$ cat src/rtl/fwa_pkg.sv
`timescale 1ns/1ps
package fwa_pkg;
  localparam int WORD_W = 36;
  localparam int LANE_W = 9;
  localparam int MAX_LANES = WORD_W / LANE_W;
  localparam int IDX_W = $clog2(MAX_LANES);
  localparam int POS_W = $clog2(WORD_W);

  typedef enum logic [1:0] {W36 = 2'd0, W18 = 2'd1, W9 = 2'd2} width_e;

  typedef struct packed {
    width_e in_w;
    width_e out_w;
    logic   big_end;
  } cfg_t;

  function automatic logic [IDX_W-1:0] last_lane(width_e w);
    case (w)
      W18:     return IDX_W'(1);
      W9:      return IDX_W'(MAX_LANES - 1);
      default: return '0;
    endcase
  endfunction

  function automatic logic [POS_W-1:0] lane_width(width_e w);
    case (w)
      W18:     return POS_W'(2 * LANE_W);
      W9:      return POS_W'(LANE_W);
      default: return POS_W'(WORD_W);
    endcase
  endfunction

  function automatic logic [POS_W-1:0] lane_lsb(width_e w, logic be,
                                                logic [IDX_W-1:0] idx);
    logic [IDX_W-1:0] pos;
    pos = be ? (last_lane(w) - idx) : idx;
    return POS_W'(32'(pos) * 32'(lane_width(w)));
  endfunction

  function automatic logic [WORD_W-1:0] lane_mask(width_e w);
    if (w == W36) return '1;
    return (WORD_W'(1) << lane_width(w)) - WORD_W'(1);
  endfunction

  function automatic cfg_t resolve_cfg(logic [1:0] i, logic [1:0] o, logic be);
    cfg_t c;
    logic ok;
    ok = (i != 2'd3) && (o != 2'd3) && ((i == 2'd0) || (o == 2'd0));
    c.in_w    = ok ? width_e'(i) : W36;
    c.out_w   = ok ? width_e'(o) : W36;
    c.big_end = be;
    return c;
  endfunction
endpackage

$ cat src/rtl/fwa_cfg_latch.sv
`timescale 1ns/1ps
module fwa_cfg_latch
  import fwa_pkg::*;
(
  input  logic       clk,
  input  logic       mrst,
  input  logic [1:0] in_code,
  input  logic [1:0] out_code,
  input  logic       be_pin,
  output cfg_t       cfg
);
  always_ff @(posedge clk) begin
    if (mrst) cfg <= resolve_cfg(in_code, out_code, be_pin);
  end
endmodule

$ cat src/rtl/fwa_packer.sv
`timescale 1ns/1ps
module fwa_packer
  import fwa_pkg::*;
(
  input  logic              clk,
  input  logic              clr,
  input  width_e            in_w,
  input  logic              big_end,
  input  logic              in_valid,
  output logic              in_ready,
  input  logic [WORD_W-1:0] in_data,
  output logic              st_valid,
  input  logic              st_ready,
  output logic [WORD_W-1:0] st_data
);
  logic [IDX_W-1:0]  idx;
  logic [WORD_W-1:0] acc;
  logic [WORD_W-1:0] merged;
  logic              group_end;
  logic              take;

  assign group_end = (idx == last_lane(in_w));
  assign in_ready  = !group_end || !st_valid || st_ready;
  assign take      = in_valid && in_ready;
  assign merged    = acc | ((in_data & lane_mask(in_w)) << lane_lsb(in_w, big_end, idx));

  always_ff @(posedge clk) begin
    if (clr) begin
      idx      <= '0;
      acc      <= '0;
      st_valid <= 1'b0;
      st_data  <= '0;
    end else begin
      if (st_valid && st_ready) st_valid <= 1'b0;
      if (take) begin
        if (group_end) begin
          st_data  <= merged;
          st_valid <= 1'b1;
          acc      <= '0;
          idx      <= '0;
        end else begin
          acc <= merged;
          idx <= idx + IDX_W'(1);
        end
      end
    end
  end
endmodule

$ cat src/rtl/fwa_unpacker.sv
`timescale 1ns/1ps
module fwa_unpacker
  import fwa_pkg::*;
(
  input  logic              clk,
  input  logic              clr,
  input  width_e            out_w,
  input  logic              big_end,
  input  logic              st_valid,
  output logic              st_ready,
  input  logic [WORD_W-1:0] st_data,
  output logic              out_valid,
  input  logic              out_ready,
  output logic [WORD_W-1:0] out_data
);
  logic [IDX_W-1:0]  idx;
  logic [WORD_W-1:0] cur;
  logic              cur_valid;
  logic              final_lane;

  assign final_lane = (idx == last_lane(out_w));
  assign st_ready   = !cur_valid || (out_ready && final_lane);
  assign out_valid  = cur_valid;
  assign out_data   = (cur >> lane_lsb(out_w, big_end, idx)) & lane_mask(out_w);

  always_ff @(posedge clk) begin
    if (clr) begin
      cur_valid <= 1'b0;
      cur       <= '0;
      idx       <= '0;
    end else if (st_ready) begin
      cur_valid <= st_valid;
      if (st_valid) cur <= st_data;
      idx <= '0;
    end else if (out_ready) begin
      idx <= idx + IDX_W'(1);
    end
  end
endmodule

$ cat src/rtl/fifo_width_adapter.sv
`timescale 1ns/1ps
module fifo_width_adapter
  import fwa_pkg::*;
(
  input  logic              clk,
  input  logic              mrst,
  input  logic              prst,
  input  logic [1:0]        cfg_in_width,
  input  logic [1:0]        cfg_out_width,
  input  logic              cfg_big_endian,
  input  logic              in_valid,
  output logic              in_ready,
  input  logic [WORD_W-1:0] in_data,
  output logic              st_wr_valid,
  input  logic              st_wr_ready,
  output logic [WORD_W-1:0] st_wr_data,
  input  logic              st_rd_valid,
  output logic              st_rd_ready,
  input  logic [WORD_W-1:0] st_rd_data,
  output logic              out_valid,
  input  logic              out_ready,
  output logic [WORD_W-1:0] out_data
);
  cfg_t cfg;
  logic path_clr;

  assign path_clr = mrst || prst;

  fwa_cfg_latch u_cfg (
    .clk      (clk),
    .mrst     (mrst),
    .in_code  (cfg_in_width),
    .out_code (cfg_out_width),
    .be_pin   (cfg_big_endian),
    .cfg      (cfg)
  );

  fwa_packer u_pack (
    .clk      (clk),
    .clr      (path_clr),
    .in_w     (cfg.in_w),
    .big_end  (cfg.big_end),
    .in_valid (in_valid),
    .in_ready (in_ready),
    .in_data  (in_data),
    .st_valid (st_wr_valid),
    .st_ready (st_wr_ready),
    .st_data  (st_wr_data)
  );

  fwa_unpacker u_unpack (
    .clk       (clk),
    .clr       (path_clr),
    .out_w     (cfg.out_w),
    .big_end   (cfg.big_end),
    .st_valid  (st_rd_valid),
    .st_ready  (st_rd_ready),
    .st_data   (st_rd_data),
    .out_valid (out_valid),
    .out_ready (out_ready),
    .out_data  (out_data)
  );
endmodule

$ cat config.mk
export PLATFORM = sky130hd
export DESIGN_NAME = fifo_width_adapter
export DESIGN_NICKNAME = d
export VERILOG_FILES = /design/src/rtl/fwa_pkg.sv /design/src/rtl/fwa_cfg_latch.sv /design/src/rtl/fwa_packer.sv /design/src/rtl/fwa_unpacker.sv /design/src/rtl/fifo_width_adapter.sv
export SDC_FILE = /design/constraint.sdc
export NUM_CORES = 1
export LEC_CHECK = 0
export ABC_AREA = 1
export CAP_MARGIN = 25
export CORE_UTILIZATION = 30
export DETAILED_ROUTE_END_ITERATION = 10
export DONT_BUFFER_PORTS = 1
export PLACE_DENSITY = 0.55
export SYNTH_ARGS = -nofsm -noshare
export SYNTH_HDL_FRONTEND = slang
export SYNTH_SLANG_ARGS = --single-unit
export TNS_END_PERCENT = 20
$ cat constraint.sdc
create_clock -name clk -period 8.18 [get_ports clk]
set_input_delay 0.818 -clock clk [delete_from_list [all_inputs] [get_ports clk]]
set_output_delay 0.818 -clock clk [all_outputs]
set_load 0.05 [all_outputs]
# After elaboration in Yosys (flattened, before gate mapping)
# Index checks and enable logic that the tools add are counted.
[word_totals]
in_bits = 84
wordCells = 72
out_inout_bits = 76
ff_bits = 119
[op_classes]
n_bitwise = 3
shifts = 4
n_eq_ne = 8
n_reduce_logical = 20
mux = 19
add_sub_neg = 6
multipliers = 2
[ops]
columns = ["cell", "count"]
rows = [
  ["36-bit 2-to-1 mux", 5],
  ["36-bit bitwise AND", 2],
  ["1-bit by 6-bit << shifter with 36-bit output (first input constant)", 2],
  ["36-bit by 2-bit subtractor with 36-bit output (second input constant)", 2],
  ["36-bit bitwise OR", 1],
  ["36-bit by 6-bit << shifter with 36-bit output", 1],
  ["36-bit by 6-bit right shift with 36-bit output", 1],
  ["6-bit case mux with 2 select lines", 2],
  ["2-bit by 6-bit multiplier with 6-bit output", 2],
  ["6-bit 2-to-1 mux", 2],
  ["2-bit logical NOT", 4],
  ["2-bit case mux with 2 select lines", 2],
  ["2-bit 2-to-1 mux", 3],
  ["1-bit logical AND", 5],
  ["1-bit logical OR", 5],
  ["1-bit 2-to-1 mux", 5],
  ["2-bit by 1-bit adder with 2-bit output (second input constant)", 2],
  ["2-bit by 1-bit equality test with 1-bit output (second input constant)", 2],
  ["2-bit equality test", 2],
  ["2-bit equality test (second input constant)", 2],
  ["2-bit inequality test (second input constant)", 2],
  ["2-bit AND reduction", 2],
  ["2-bit subtractor", 2],
  ["1-bit logical NOT", 3],
  ["2-bit OR reduction", 1],
]

# Logic depth before layout (Yosys ltp)
# Gate-level depths: netlist of run 1.
[logic_depth]
ltp_word = 10
ltp_mapped = 25
depth_no_buf = 22

# Cells and area by module
# A second synthesis of run 1 with hierarchy kept.
[unflattened]
hier_cells = 1642
hier_area_um2 = 9332.7
[by_module_without_submodules]
columns = ["module", "cells_each", "area_each_um2", "instances", "seq_area_each_um2"]
rows = [
  ["fwa_packer", 906, 5253.8, 1, 1501.4],
  ["fwa_unpacker", 715, 3858.7, 1, 780.7],
  ["fwa_cfg_latch", 18, 209.0, 1, 150.1],
  ["fifo_width_adapter", 3, 11.3, 1, 0.0],
]

# Worst setup path before layout of run 1
# No wires, ideal clock.
[synth_path]
path_kind = "register to output"
startpoint = "register u_cfg.cfg[1] (netlist name)"
endpoint = "output port out_data[35]"
path_buffers = 5
slack_ns = 3.501
path_stages_with_launch = 18
required_time_ns = 7.362
arrival_time_ns = 3.861
cell_sequence = "edfxtp_1 inv_1 ha_1 xnor2_1 nand2_1 buf_2 buf_2 nand2_1 nor2_1 ha_1 clkbuf_1 inv_1 clkbuf_1 buf_2 nand2_1 nor2_1 nand2_1 nor3_1"
[synth_between]
elab_chain_len = 7
elab_cells_between_ends = 15
classes_between = "2 x add/sub; 1 x mul; 2 x eq/ne; 2 x shift; 6 x mux; 1 x bitwise; 1 x reduce/logical"
[synth_lines]
columns = ["item", "line", "source"]
rows = [
  ["2-bit equality test / 2-bit by 1-bit equality test with 1-bit output (equally long branches)", "fwa_pkg.sv:18, fwa_pkg.sv:26", ""],
  ["2-bit case mux with 2 select lines / 6-bit case mux with 2 select lines (equally long branches)", "fwa_pkg.sv:18, fwa_pkg.sv:26", ""],
  ["2-bit subtractor / 6-bit 2-to-1 mux (equally long branches)", "fwa_pkg.sv:36, fwa_pkg.sv:42", ""],
  ["2-bit 2-to-1 mux / 1-bit by 6-bit << shifter with 36-bit output (equally long branches)", "fwa_pkg.sv:36, fwa_pkg.sv:42", ""],
  ["2-bit by 6-bit multiplier with 6-bit output / 36-bit by 2-bit subtractor with 36-bit output (equally long branches)", "fwa_pkg.sv:37, fwa_pkg.sv:42", ""],
  ["36-bit by 6-bit right shift with 36-bit output / 36-bit 2-to-1 mux (equally long branches)", "fwa_unpacker.sv:24, fwa_pkg.sv:42", ""],
  ["36-bit bitwise AND (*)", "fwa_unpacker.sv:24", "assign out_data = (cur >> lane_lsb(out_w, big_end, idx)) & lane_mask(out_w);"],
  ["to (decl)", "fifo_width_adapter.sv:22", "output logic [WORD_W-1:0] out_data"],
]
# Mark *: on every way between the ends. The rest lies on a longest branch, timed or not. The select of a mux whose other input is x is not followed.

# Worst setup path after layout of run 1
[layout_path]
startpoint = "register u_cfg.cfg[1] (netlist name)"
endpoint = "output port out_data[11]"
[layout_between]
elab_chain_len = 7
elab_cells_between_ends = 15
classes_between = "2 x add/sub; 1 x mul; 2 x eq/ne; 2 x shift; 6 x mux; 1 x bitwise; 1 x reduce/logical"
[layout_lines]
columns = ["item", "line"]
rows = [
  ["2-bit equality test / 2-bit by 1-bit equality test with 1-bit output (equally long branches)", "fwa_pkg.sv:18, fwa_pkg.sv:26"],
  ["2-bit case mux with 2 select lines / 6-bit case mux with 2 select lines (equally long branches)", "fwa_pkg.sv:18, fwa_pkg.sv:26"],
  ["2-bit subtractor / 6-bit 2-to-1 mux (equally long branches)", "fwa_pkg.sv:36, fwa_pkg.sv:42"],
  ["2-bit 2-to-1 mux / 1-bit by 6-bit << shifter with 36-bit output (equally long branches)", "fwa_pkg.sv:36, fwa_pkg.sv:42"],
  ["2-bit by 6-bit multiplier with 6-bit output / 36-bit by 2-bit subtractor with 36-bit output (equally long branches)", "fwa_pkg.sv:37, fwa_pkg.sv:42"],
  ["36-bit by 6-bit right shift with 36-bit output / 36-bit 2-to-1 mux (equally long branches)", "fwa_unpacker.sv:24, fwa_pkg.sv:42"],
  ["36-bit bitwise AND (*)", "fwa_unpacker.sv:24"],
]
# Marked as above.

==> results of run 1 <==
==> logic make-up (layout without fill, tap and decap cells) <==
| kind of cell | count (synthesis) | after routing | share of synthesized area (%) |
|---|---|---|---|
| AND/OR/NAND/NOR | 930 | 930 | 46.4 |
| buffers and inverters | 249 | 217 | 11.5 |
| AO/OA/AOI/OAI | 188 | 188 | 11.8 |
| flip-flops | 119 | 119 | 27.0 |
| adder cells (fa/ha/maj) | 14 | 14 | 1.94 |
| XOR/XNOR | 13 | 13 | 1.43 |
==> metal layers <==
layer	part of all wire [%]	vias up	wire [um]	GRT usage, %
met2	44	349	14200	32.4
met4	2.7	2	865	7.50
met5	0.041	-	13	0
met3	7.0	54	2230	4.63
met1	46	4596	14700	27.8
li1	-	4939	-	-
==> worst max-delay path by stage <==
stage                               to  slack, ns
after floorplan           out_data[35]       3.50
after global placement    out_data[11]       2.25
after detailed placement  out_data[11]       2.25
after CTS                 out_data[11]       1.77
after global routing      out_data[13]       1.33
final                     out_data[11]       1.74
==> metrics by stage <==
step           utilization [%]  std cells  worst slack (ns)  total power (uW)  instance area (um^2)
2_1_floorplan                -       1513              3.50              1240                  9020
3_3_place_gp              31.5       1838              2.25              1420                  9340
3_5_place_dp              31.6       1839              2.25              1420                  9370
4_1_cts                   33.6       1871              1.77              2160                  9950
5_1_grt                   33.6       1871              1.33              2270                  9950
6_report                  33.6       1871              1.74              2150                  9950
==> worst min-delay path: stages, from the launching register on <==
cell	delay [ns]
dfxtp_1	0.30
inv_1	0.06
a21oi_1	0.05
==> registers in the layout (all words and copies together), names as in the netlist <==
name                count
u_pack.idx              2
u_pack.st_data         36
u_cfg.cfg               5
u_pack.st_valid         1
u_unpack.idx            2
u_unpack.cur           36
u_unpack.out_valid      1
u_pack.acc             36
==> cells in the final DEF (no fill, tap or decap), types with 17 or more instances in the layout <==
cell,n
dfxtp_1,114
nand4_1,55
o21ai_0,52
clkbuf_16,17
buf_4,37
nand3_1,375
nand2_1,394
a21oi_1,67
o21ai_1,29
nor2_1,78
inv_1,135
==> layout make-up <==
class                           count  area, um^2
Clock inverter                     15         154
Multi-Input combinational cell   1145        5590
Clock buffer                       17         425
Tap cell                          390         488
Fill cell                        3330       19700
Sequential cell                   119        2430
Timing Repair Buffer               38         305
Inverter                          147         557
==> power by group <==
part           internal [uW]  total, uW  switching [uW]  leakage, uW
clock                    406        737             331     0.000272
sequential               610        649            39.0     0.000974
combinational            194        768             574      0.00339
==> impl_summary.md, run 1 <==
Status
The run finished with clean final reports.

Logic synthesis
Averaged over all synthesized cells, the footprint is 5.96 um^2. The count of warnings emitted by yosys is 0. Yosys attributes the largest share of cell area to dfxtp_1, nand3_1, nand2_1, inv_1, nand4_1. nand2_1 is the most common cell in the netlist. The commonest cells after synthesis are nand2_1, nand3_1, inv_1.

The number of storage elements in the synthesis netlist is around 120. Among all flip-flop cells after synthesis, the most frequent one is dfxtp_1. dfxtp_1 takes more of the synthesized area than any other cell. The net count after synthesis is 1,611. The number of enable-type register cells in the synthesized netlist is 5.

The share of the yosys chip area belonging to registers is 27.0%. The synthesized design devotes to its leading area cell type 25.3% of total area. In this run, distinct cell masters in the synthesized netlist total 40. Counting flops with an async set or reset pin after synthesis yields a share of 0%. The post-synthesis cell area is 9020 um^2.

The cell count after synthesis is 1,513.

GRT
Global routing finished with a remaining overflow of 0. The first global-routing pass estimated 50.3 mm of wire. The total routing resource utilization after global routing is 20.7%. Entering global routing, the biggest net connects between 60 and 70 pins. The number of global-route vias before repair is 9,076.

The number of antenna violations at the first check in global routing is 1.

Worst setup path
STA classifies the critical path endpoint as an output port. Broken down by cell family, the worst path's largest delay share belongs to buffers and inverters. The category of the critical setup timing path is reg -> out. The number of cells traversed by the worst register-to-register path is 18. The slack of the worst reg-to-reg path is 3.20 ns. The number of cells on the critical path is 16. On the worst path, the slowest cell contributes a delay of roughly 0.74 ns. Data arrives at the worst endpoint at between 5 and 6 ns. The worst register-to-register path ends at u_pack.acc[6]$_SDFFE_PP0P_. The type of origin of the critical path is a register. The critical path goes through inv_1 -> ha_1 -> xnor2_1 -> nand2_1 -> nand3_1 -> buf_4 -> inv_1 -> ha_1 -> xor2_2 -> buf_4 -> inv_1 -> buf_4 -> nand3_1 -> nand3_1 -> nand2_1 -> nor2_1. The number of buffers and inverters on the critical path is 6.

The worst register-to-register path begins at u_cfg.cfg[3]$_SDFFCE_PN0P_. Along the worst path, the maximum fanout reaches between 40 and 50. At the worst endpoint, the required time is between 7 and 8 ns. Among all stages on the critical path, the largest delay is contributed by inv_1. Tracing the worst setup path back leads to its startpoint at u_cfg.cfg[1]$_SDFFCE_PN0P_.

Timing
After layout, the minimum clock period comes to ~6.4 ns. The fmax is between 150 and 200 MHz. The number of setup violations in the final report is 0. The worst hold margin is 0.448 ns.

The total count of max-transition violations in the final report is 0. On the final layout, the worst clock skew is about 0.030 ns. The total negative setup slack is 0 ns. At the pin with the least slew margin, the transition time is 0.977 ns. The count of endpoints failing hold in the final timing report is 0. In this run the tightest slew margin relative to its limit is 34.8%.

Setup repair after global routing left no endpoint under its margin. The ratio of final minimum period to clock period is 78.7%.

Floorplanning
The top-level I/O count is 160. The number of rows in the core area is 63. The floorplan step set the die height to 175 um. The horizontal die dimension is 175 um. The core region is 29,600 um^2.

The floorplan step defined a die boundary enclosing between 30,000 and 40,000 um^2. Once the floorplan was initialized, standard cells occupied 30.5% of the core.

Worst hold path
The worst hold path belongs to the class reg -> reg. Along the worst hold path, the cell count comes to 2. The path with the worst hold slack has its endpoint at u_pack.acc[6]$_SDFFE_PP0P_. In this run the most critical hold path is launched from u_pack.acc[6]$_SDFFE_PP0P_.

Placement
Once detailed placement completed, the half-perimeter wirelength came to 24.0 mm. The congestion estimate from routability-driven global placement came to 0.916. During placement, the flow inserted port buffers numbering 0.

Clocking
The total clock sinks is 119. The longest clock path from root to sink contains 2 buffers. The H-tree generated during clock tree synthesis spans 4 levels.

The clock-pin slew on the worst setup and hold paths is 0.06 ns. The count of instances resized after the clock tree is built is 0. The count of hold buffers inserted by post-cts repair is 0. The clock buffer count from CTS is 17. The CTS tree is done. The latest clock arrival within the worst-skew pair is 0.44 ns.

Post-CTS timing repair inserted 0 buffers for setup. The root buffer cell chosen for the clock tree is clkbuf_16.

Routing
The first detailed-routing pass took 6 iterations. For this run, design rule violations remaining after detail routing come to 0. The per-cell routed wire length is 17.1 um. Wires add up to between 30 and 40 mm. The remaining number of nets flagged by the antenna check after routing is 0. The iteration-0 DRC count of the detailed router is 1,010. After detailed routing, the number of vias per cell comes to 5.31.

The final route contains just under 10k vias.

Flow run
The tool flagged a number of max-cap violations equal to 0.

Final layout
The repair_antennas step left the layout with diodes totalling 0. Compared with the post-synthesis result, the final layout area differs by 10.2%. Cells with a size suffix above 1 make up 8.37% of the layout. In the final design database the tool counted about 1.6k nets.

Power
In this run the static leakage power is between 0.004 and 0.005 uW. IR analysis of the VDD net gives a maximum drop of 0.155 mV. Dividing total power by cell area gives a power density of 217 nW/um^2.
Note: power is estimated with default switching activity, not from simulation.
==> inputs of run 2 (changes only) <==
--- a/config.mk
+++ b/config.mk
@@ -10,7 +10,7 @@
 export CORE_UTILIZATION = 30
 export DETAILED_ROUTE_END_ITERATION = 10
 export DONT_BUFFER_PORTS = 1
-export PLACE_DENSITY = 0.55
+export PLACE_DENSITY = 0.56
 export SYNTH_ARGS = -nofsm -noshare
 export SYNTH_HDL_FRONTEND = slang
 export SYNTH_SLANG_ARGS = --single-unit
==> constraint.sdc (replaced) <==
create_clock -name clk -period 5.25 [get_ports clk]
set_input_delay 0.525 -clock clk [delete_from_list [all_inputs] [get_ports clk]]
set_output_delay 0.525 -clock clk [all_outputs]
set_load 0.05 [all_outputs]
==> impl_summary.md, run 2 (same netlist as run 1, synthesis figures left out) <==
Timing
The worst clock skew was 0.0183 ns (was 0.0301 ns). Based on the critical path, the design can be clocked at up to 209 MHz. Setup repair after global routing missed its margin: no (unchanged). The post-layout worst setup margin is 0.456 ns (was 1.74 ns). The clock period minus final worst setup slack is 4.79 ns. The count of endpoints failing hold in the final timing report is 0 (unchanged). The total count of max-transition violations in the final report is 0 (unchanged). The total negative setup slack is 0 ns (unchanged). The headroom to the max-slew limit is 43.1% (was 34.8%).

The actual transition at the worst max-transition pin is 0.853 ns (was 0.977 ns). The number of setup violations in the final report is 0 (unchanged). Of the available clock period, the critical path in the final layout requires 91.3%.

Routing
The via count normalized by instance count is 5.28 (was 5.31). The routed wire length was 31.3 mm (was 32.0 mm). The detailed-route via count is 9,988 (was 9,940). The post-route DRC violation count is 0 (unchanged).

The remaining number of nets flagged by the antenna check after routing came to 0 (unchanged). The per-cell routed wire length is 16.5 um (was 17.1 um). The iteration-0 DRC count of the detailed router is 863 (was 1,010). The number of search-and-repair iterations in the first detailed-routing pass is 5 (was 6).

Final layout
Commonest non-fill, non-tap cells in the layout: nand2_1, nand3_1, inv_1 (unchanged). The most common library cell in the layout ignoring fill and taps is nand2_1 (unchanged). Biggest regs: u_pack.acc (36), u_pack.st_data (36), u_unpack.cur (36) (unchanged). The fraction of layout instances using a drive strength above 1 is 9.72% (was 8.37%). The post-synthesis to final-layout area growth came to 12.9% (was 10.2%). The antenna diode instance count is 0 (unchanged). The final instance area came to 10,200 um^2 (was 9950 um^2).

The count of fill cells added during filler insertion is 3,345 (was 3,330). The final layout net count came to 1,587 (was 1,566).

Placement
The post-DP HPWL is 23.8 mm (was 24.0 mm). The worst setup slack before clock tree synthesis is 0.705 ns (was 2.25 ns). The weighted congestion at the end of routability-driven global placement is 0.920 (was 0.916). The standard cell area after detailed placement is 9610 um^2 (was 9370 um^2). The number of I/O port buffers is 0 (unchanged).

GRT
The sum of overflow across all layers after global routing is 0 (unchanged). The number of global-route vias before repair was 9,130 (was 9,076). The total routing resource utilization after global routing is 20.1% (was 20.7%). The global-route wire length before repair was 48.9 mm (was 50.3 mm). The pin count of the biggest net entering global routing is 63 (unchanged). The number of antenna violations at the first check in global routing was 0 (was 1).

Worst setup path
The critical path capture point is out_data[0] (was out_data[11]). The kind of capture point of the worst setup path was an output port (unchanged). The category of the critical setup timing path is reg -> out (unchanged). The reg-to-reg endpoint is u_pack.acc[6]$_SDFFE_PP0P_ (unchanged).

The slack of the worst reg-to-reg path came to 0.92 ns (was 3.20 ns). The number of cells traversed by the worst register-to-register path is 20 (was 18). The startpoint of the most critical setup path is u_cfg.cfg[1]$_SDFFCE_PN0P_ (unchanged). The data required time at the worst endpoint was 4.72 ns (was 7.36 ns). The data arrival time of the critical path is 4.27 ns (was 5.62 ns).

The critical register-to-register path startpoint was u_cfg.cfg[3]$_SDFFCE_PN0P_ (unchanged). The type of origin of the critical path is a register (unchanged). The top fanout value on the critical path is 23 (was 48).

Clocking
The count of instances resized after the clock tree is built is 0 (unchanged). The total clock sinks is 119 (unchanged). The clock buffer count from CTS is 17 (unchanged). The CTS tree is done (unchanged).

The number of levels in the clock H-tree is 4 (unchanged). The latest clock arrival within the worst-skew pair is 0.42 ns (was 0.44 ns). The count of hold buffers inserted by post-cts repair is 0 (unchanged). The post-CTS setup buffer count came to 0 (unchanged). The clock-pin slew on the worst setup and hold paths was 0.06 ns (about the same). The buffer cell driving the clock tree root is clkbuf_16 (unchanged). The maximum clock insertion buffer count is 2 (unchanged).

Floorplanning
The full die area is 30,800 um^2 (unchanged). The number of rows in the core area was 63 (unchanged). The horizontal die dimension is 175 um (unchanged). The initial core utilization is 30.5% (unchanged). The top-level I/O count is 160 (unchanged). The vertical die dimension is 175 um (unchanged). The core box area is 29,600 um^2 (unchanged).

Power
The power density over cell area is 337 nW/um^2 (was 217 nW/um^2). The total leakage power is 0.00476 uW (was 0.00464 uW). The worst supply voltage drop on vdd is 0.211 mV (was 0.155 mV).

Status
Status: finished, final reports clean (unchanged).

Worst hold path
The class of the tightest hold or removal check is in -> reg (was reg -> reg). The number of cells on the worst hold path was 0 (was 2). The worst min-delay path startpoint is cfg_big_endian (was u_pack.acc[6]$_SDFFE_PP0P_).

Flow run
The number of max-capacitance violations reported was 0 (unchanged).
==> run 2: layout make-up <==
class                           instances  area [um^2]  share of cell area (%)
Multi-Input combinational cell       1145         5590                    54.9
Inverter                              147          557                    5.47
Sequential cell                       119         2430                    23.9
Clock buffer                           18          439                    4.31
Tap cell                              390          488                    4.79
Timing Repair Buffer                   59          543                    5.33
Clock inverter                         14          139                    1.36
==> run 2: layer usage <==
metal  track usage (%)  vias to the layer above  share of wire (%)
met5                 0                        -                  0
met4              7.79                        0                3.0
met3              4.00                       60                6.5
met2              32.0                      379                 46
met1              26.5                     4561                 45
li1                  -                     4988                  -
==> run 2: worst min path at each step <==
| stage | end | slack [ns] |
|---|---|---|
| 2_1_floorplan | u_pack.acc[6]$_SDFFE_PP0P_ | 0.42 |
| 3_3_place_gp | u_pack.acc[6]$_SDFFE_PP0P_ | 0.44 |
| 3_5_place_dp | u_pack.acc[6]$_SDFFE_PP0P_ | 0.44 |
| 4_1_cts | u_cfg.cfg[0]$_DFFE_PP_ | 0.19 |
| 5_1_grt | u_cfg.cfg[0]$_DFFE_PP_ | 0.18 |
| 6_report | u_cfg.cfg[0]$_DFFE_PP_ | 0.20 |
==> run 2: stage by stage <==
stage                     std cells  utilization (%)  power [uW]  hold slack, ns
after global placement         1860             32.4        2290           0.436
after floorplan                1513                -        1930           0.423
after detailed placement       1860             32.4        2290           0.439
after global routing           1892             34.4        3620           0.177
final                          1892             34.4        3430           0.204
after CTS                      1892             34.4        3450           0.185
==> run 2: power by group <==
part / internal [uW] / switching (uW) / leakage, uW
Sequential: 951 / 60.3 / 0.000974
Clock: 674 / 475 / 0.000276
Combinational: 371 / 901 / 0.00351
==> run 2: critical path, cell delays in order (launching register included) <==
cell and delay [ns]:
edfxtp_1 0.35, inv_1 0.06, ha_1 0.36, xnor2_1 0.23, nand2_2 0.28, nand3_1 0.18, inv_1 0.23, ha_1 0.45
nand3_1 0.10, nand2_1 0.09, xor2_1 0.14, buf_4 0.24, inv_1 0.34, nor2_1 0.37, nand3_1 0.13, nand2_1 0.14
buf_12 0.15
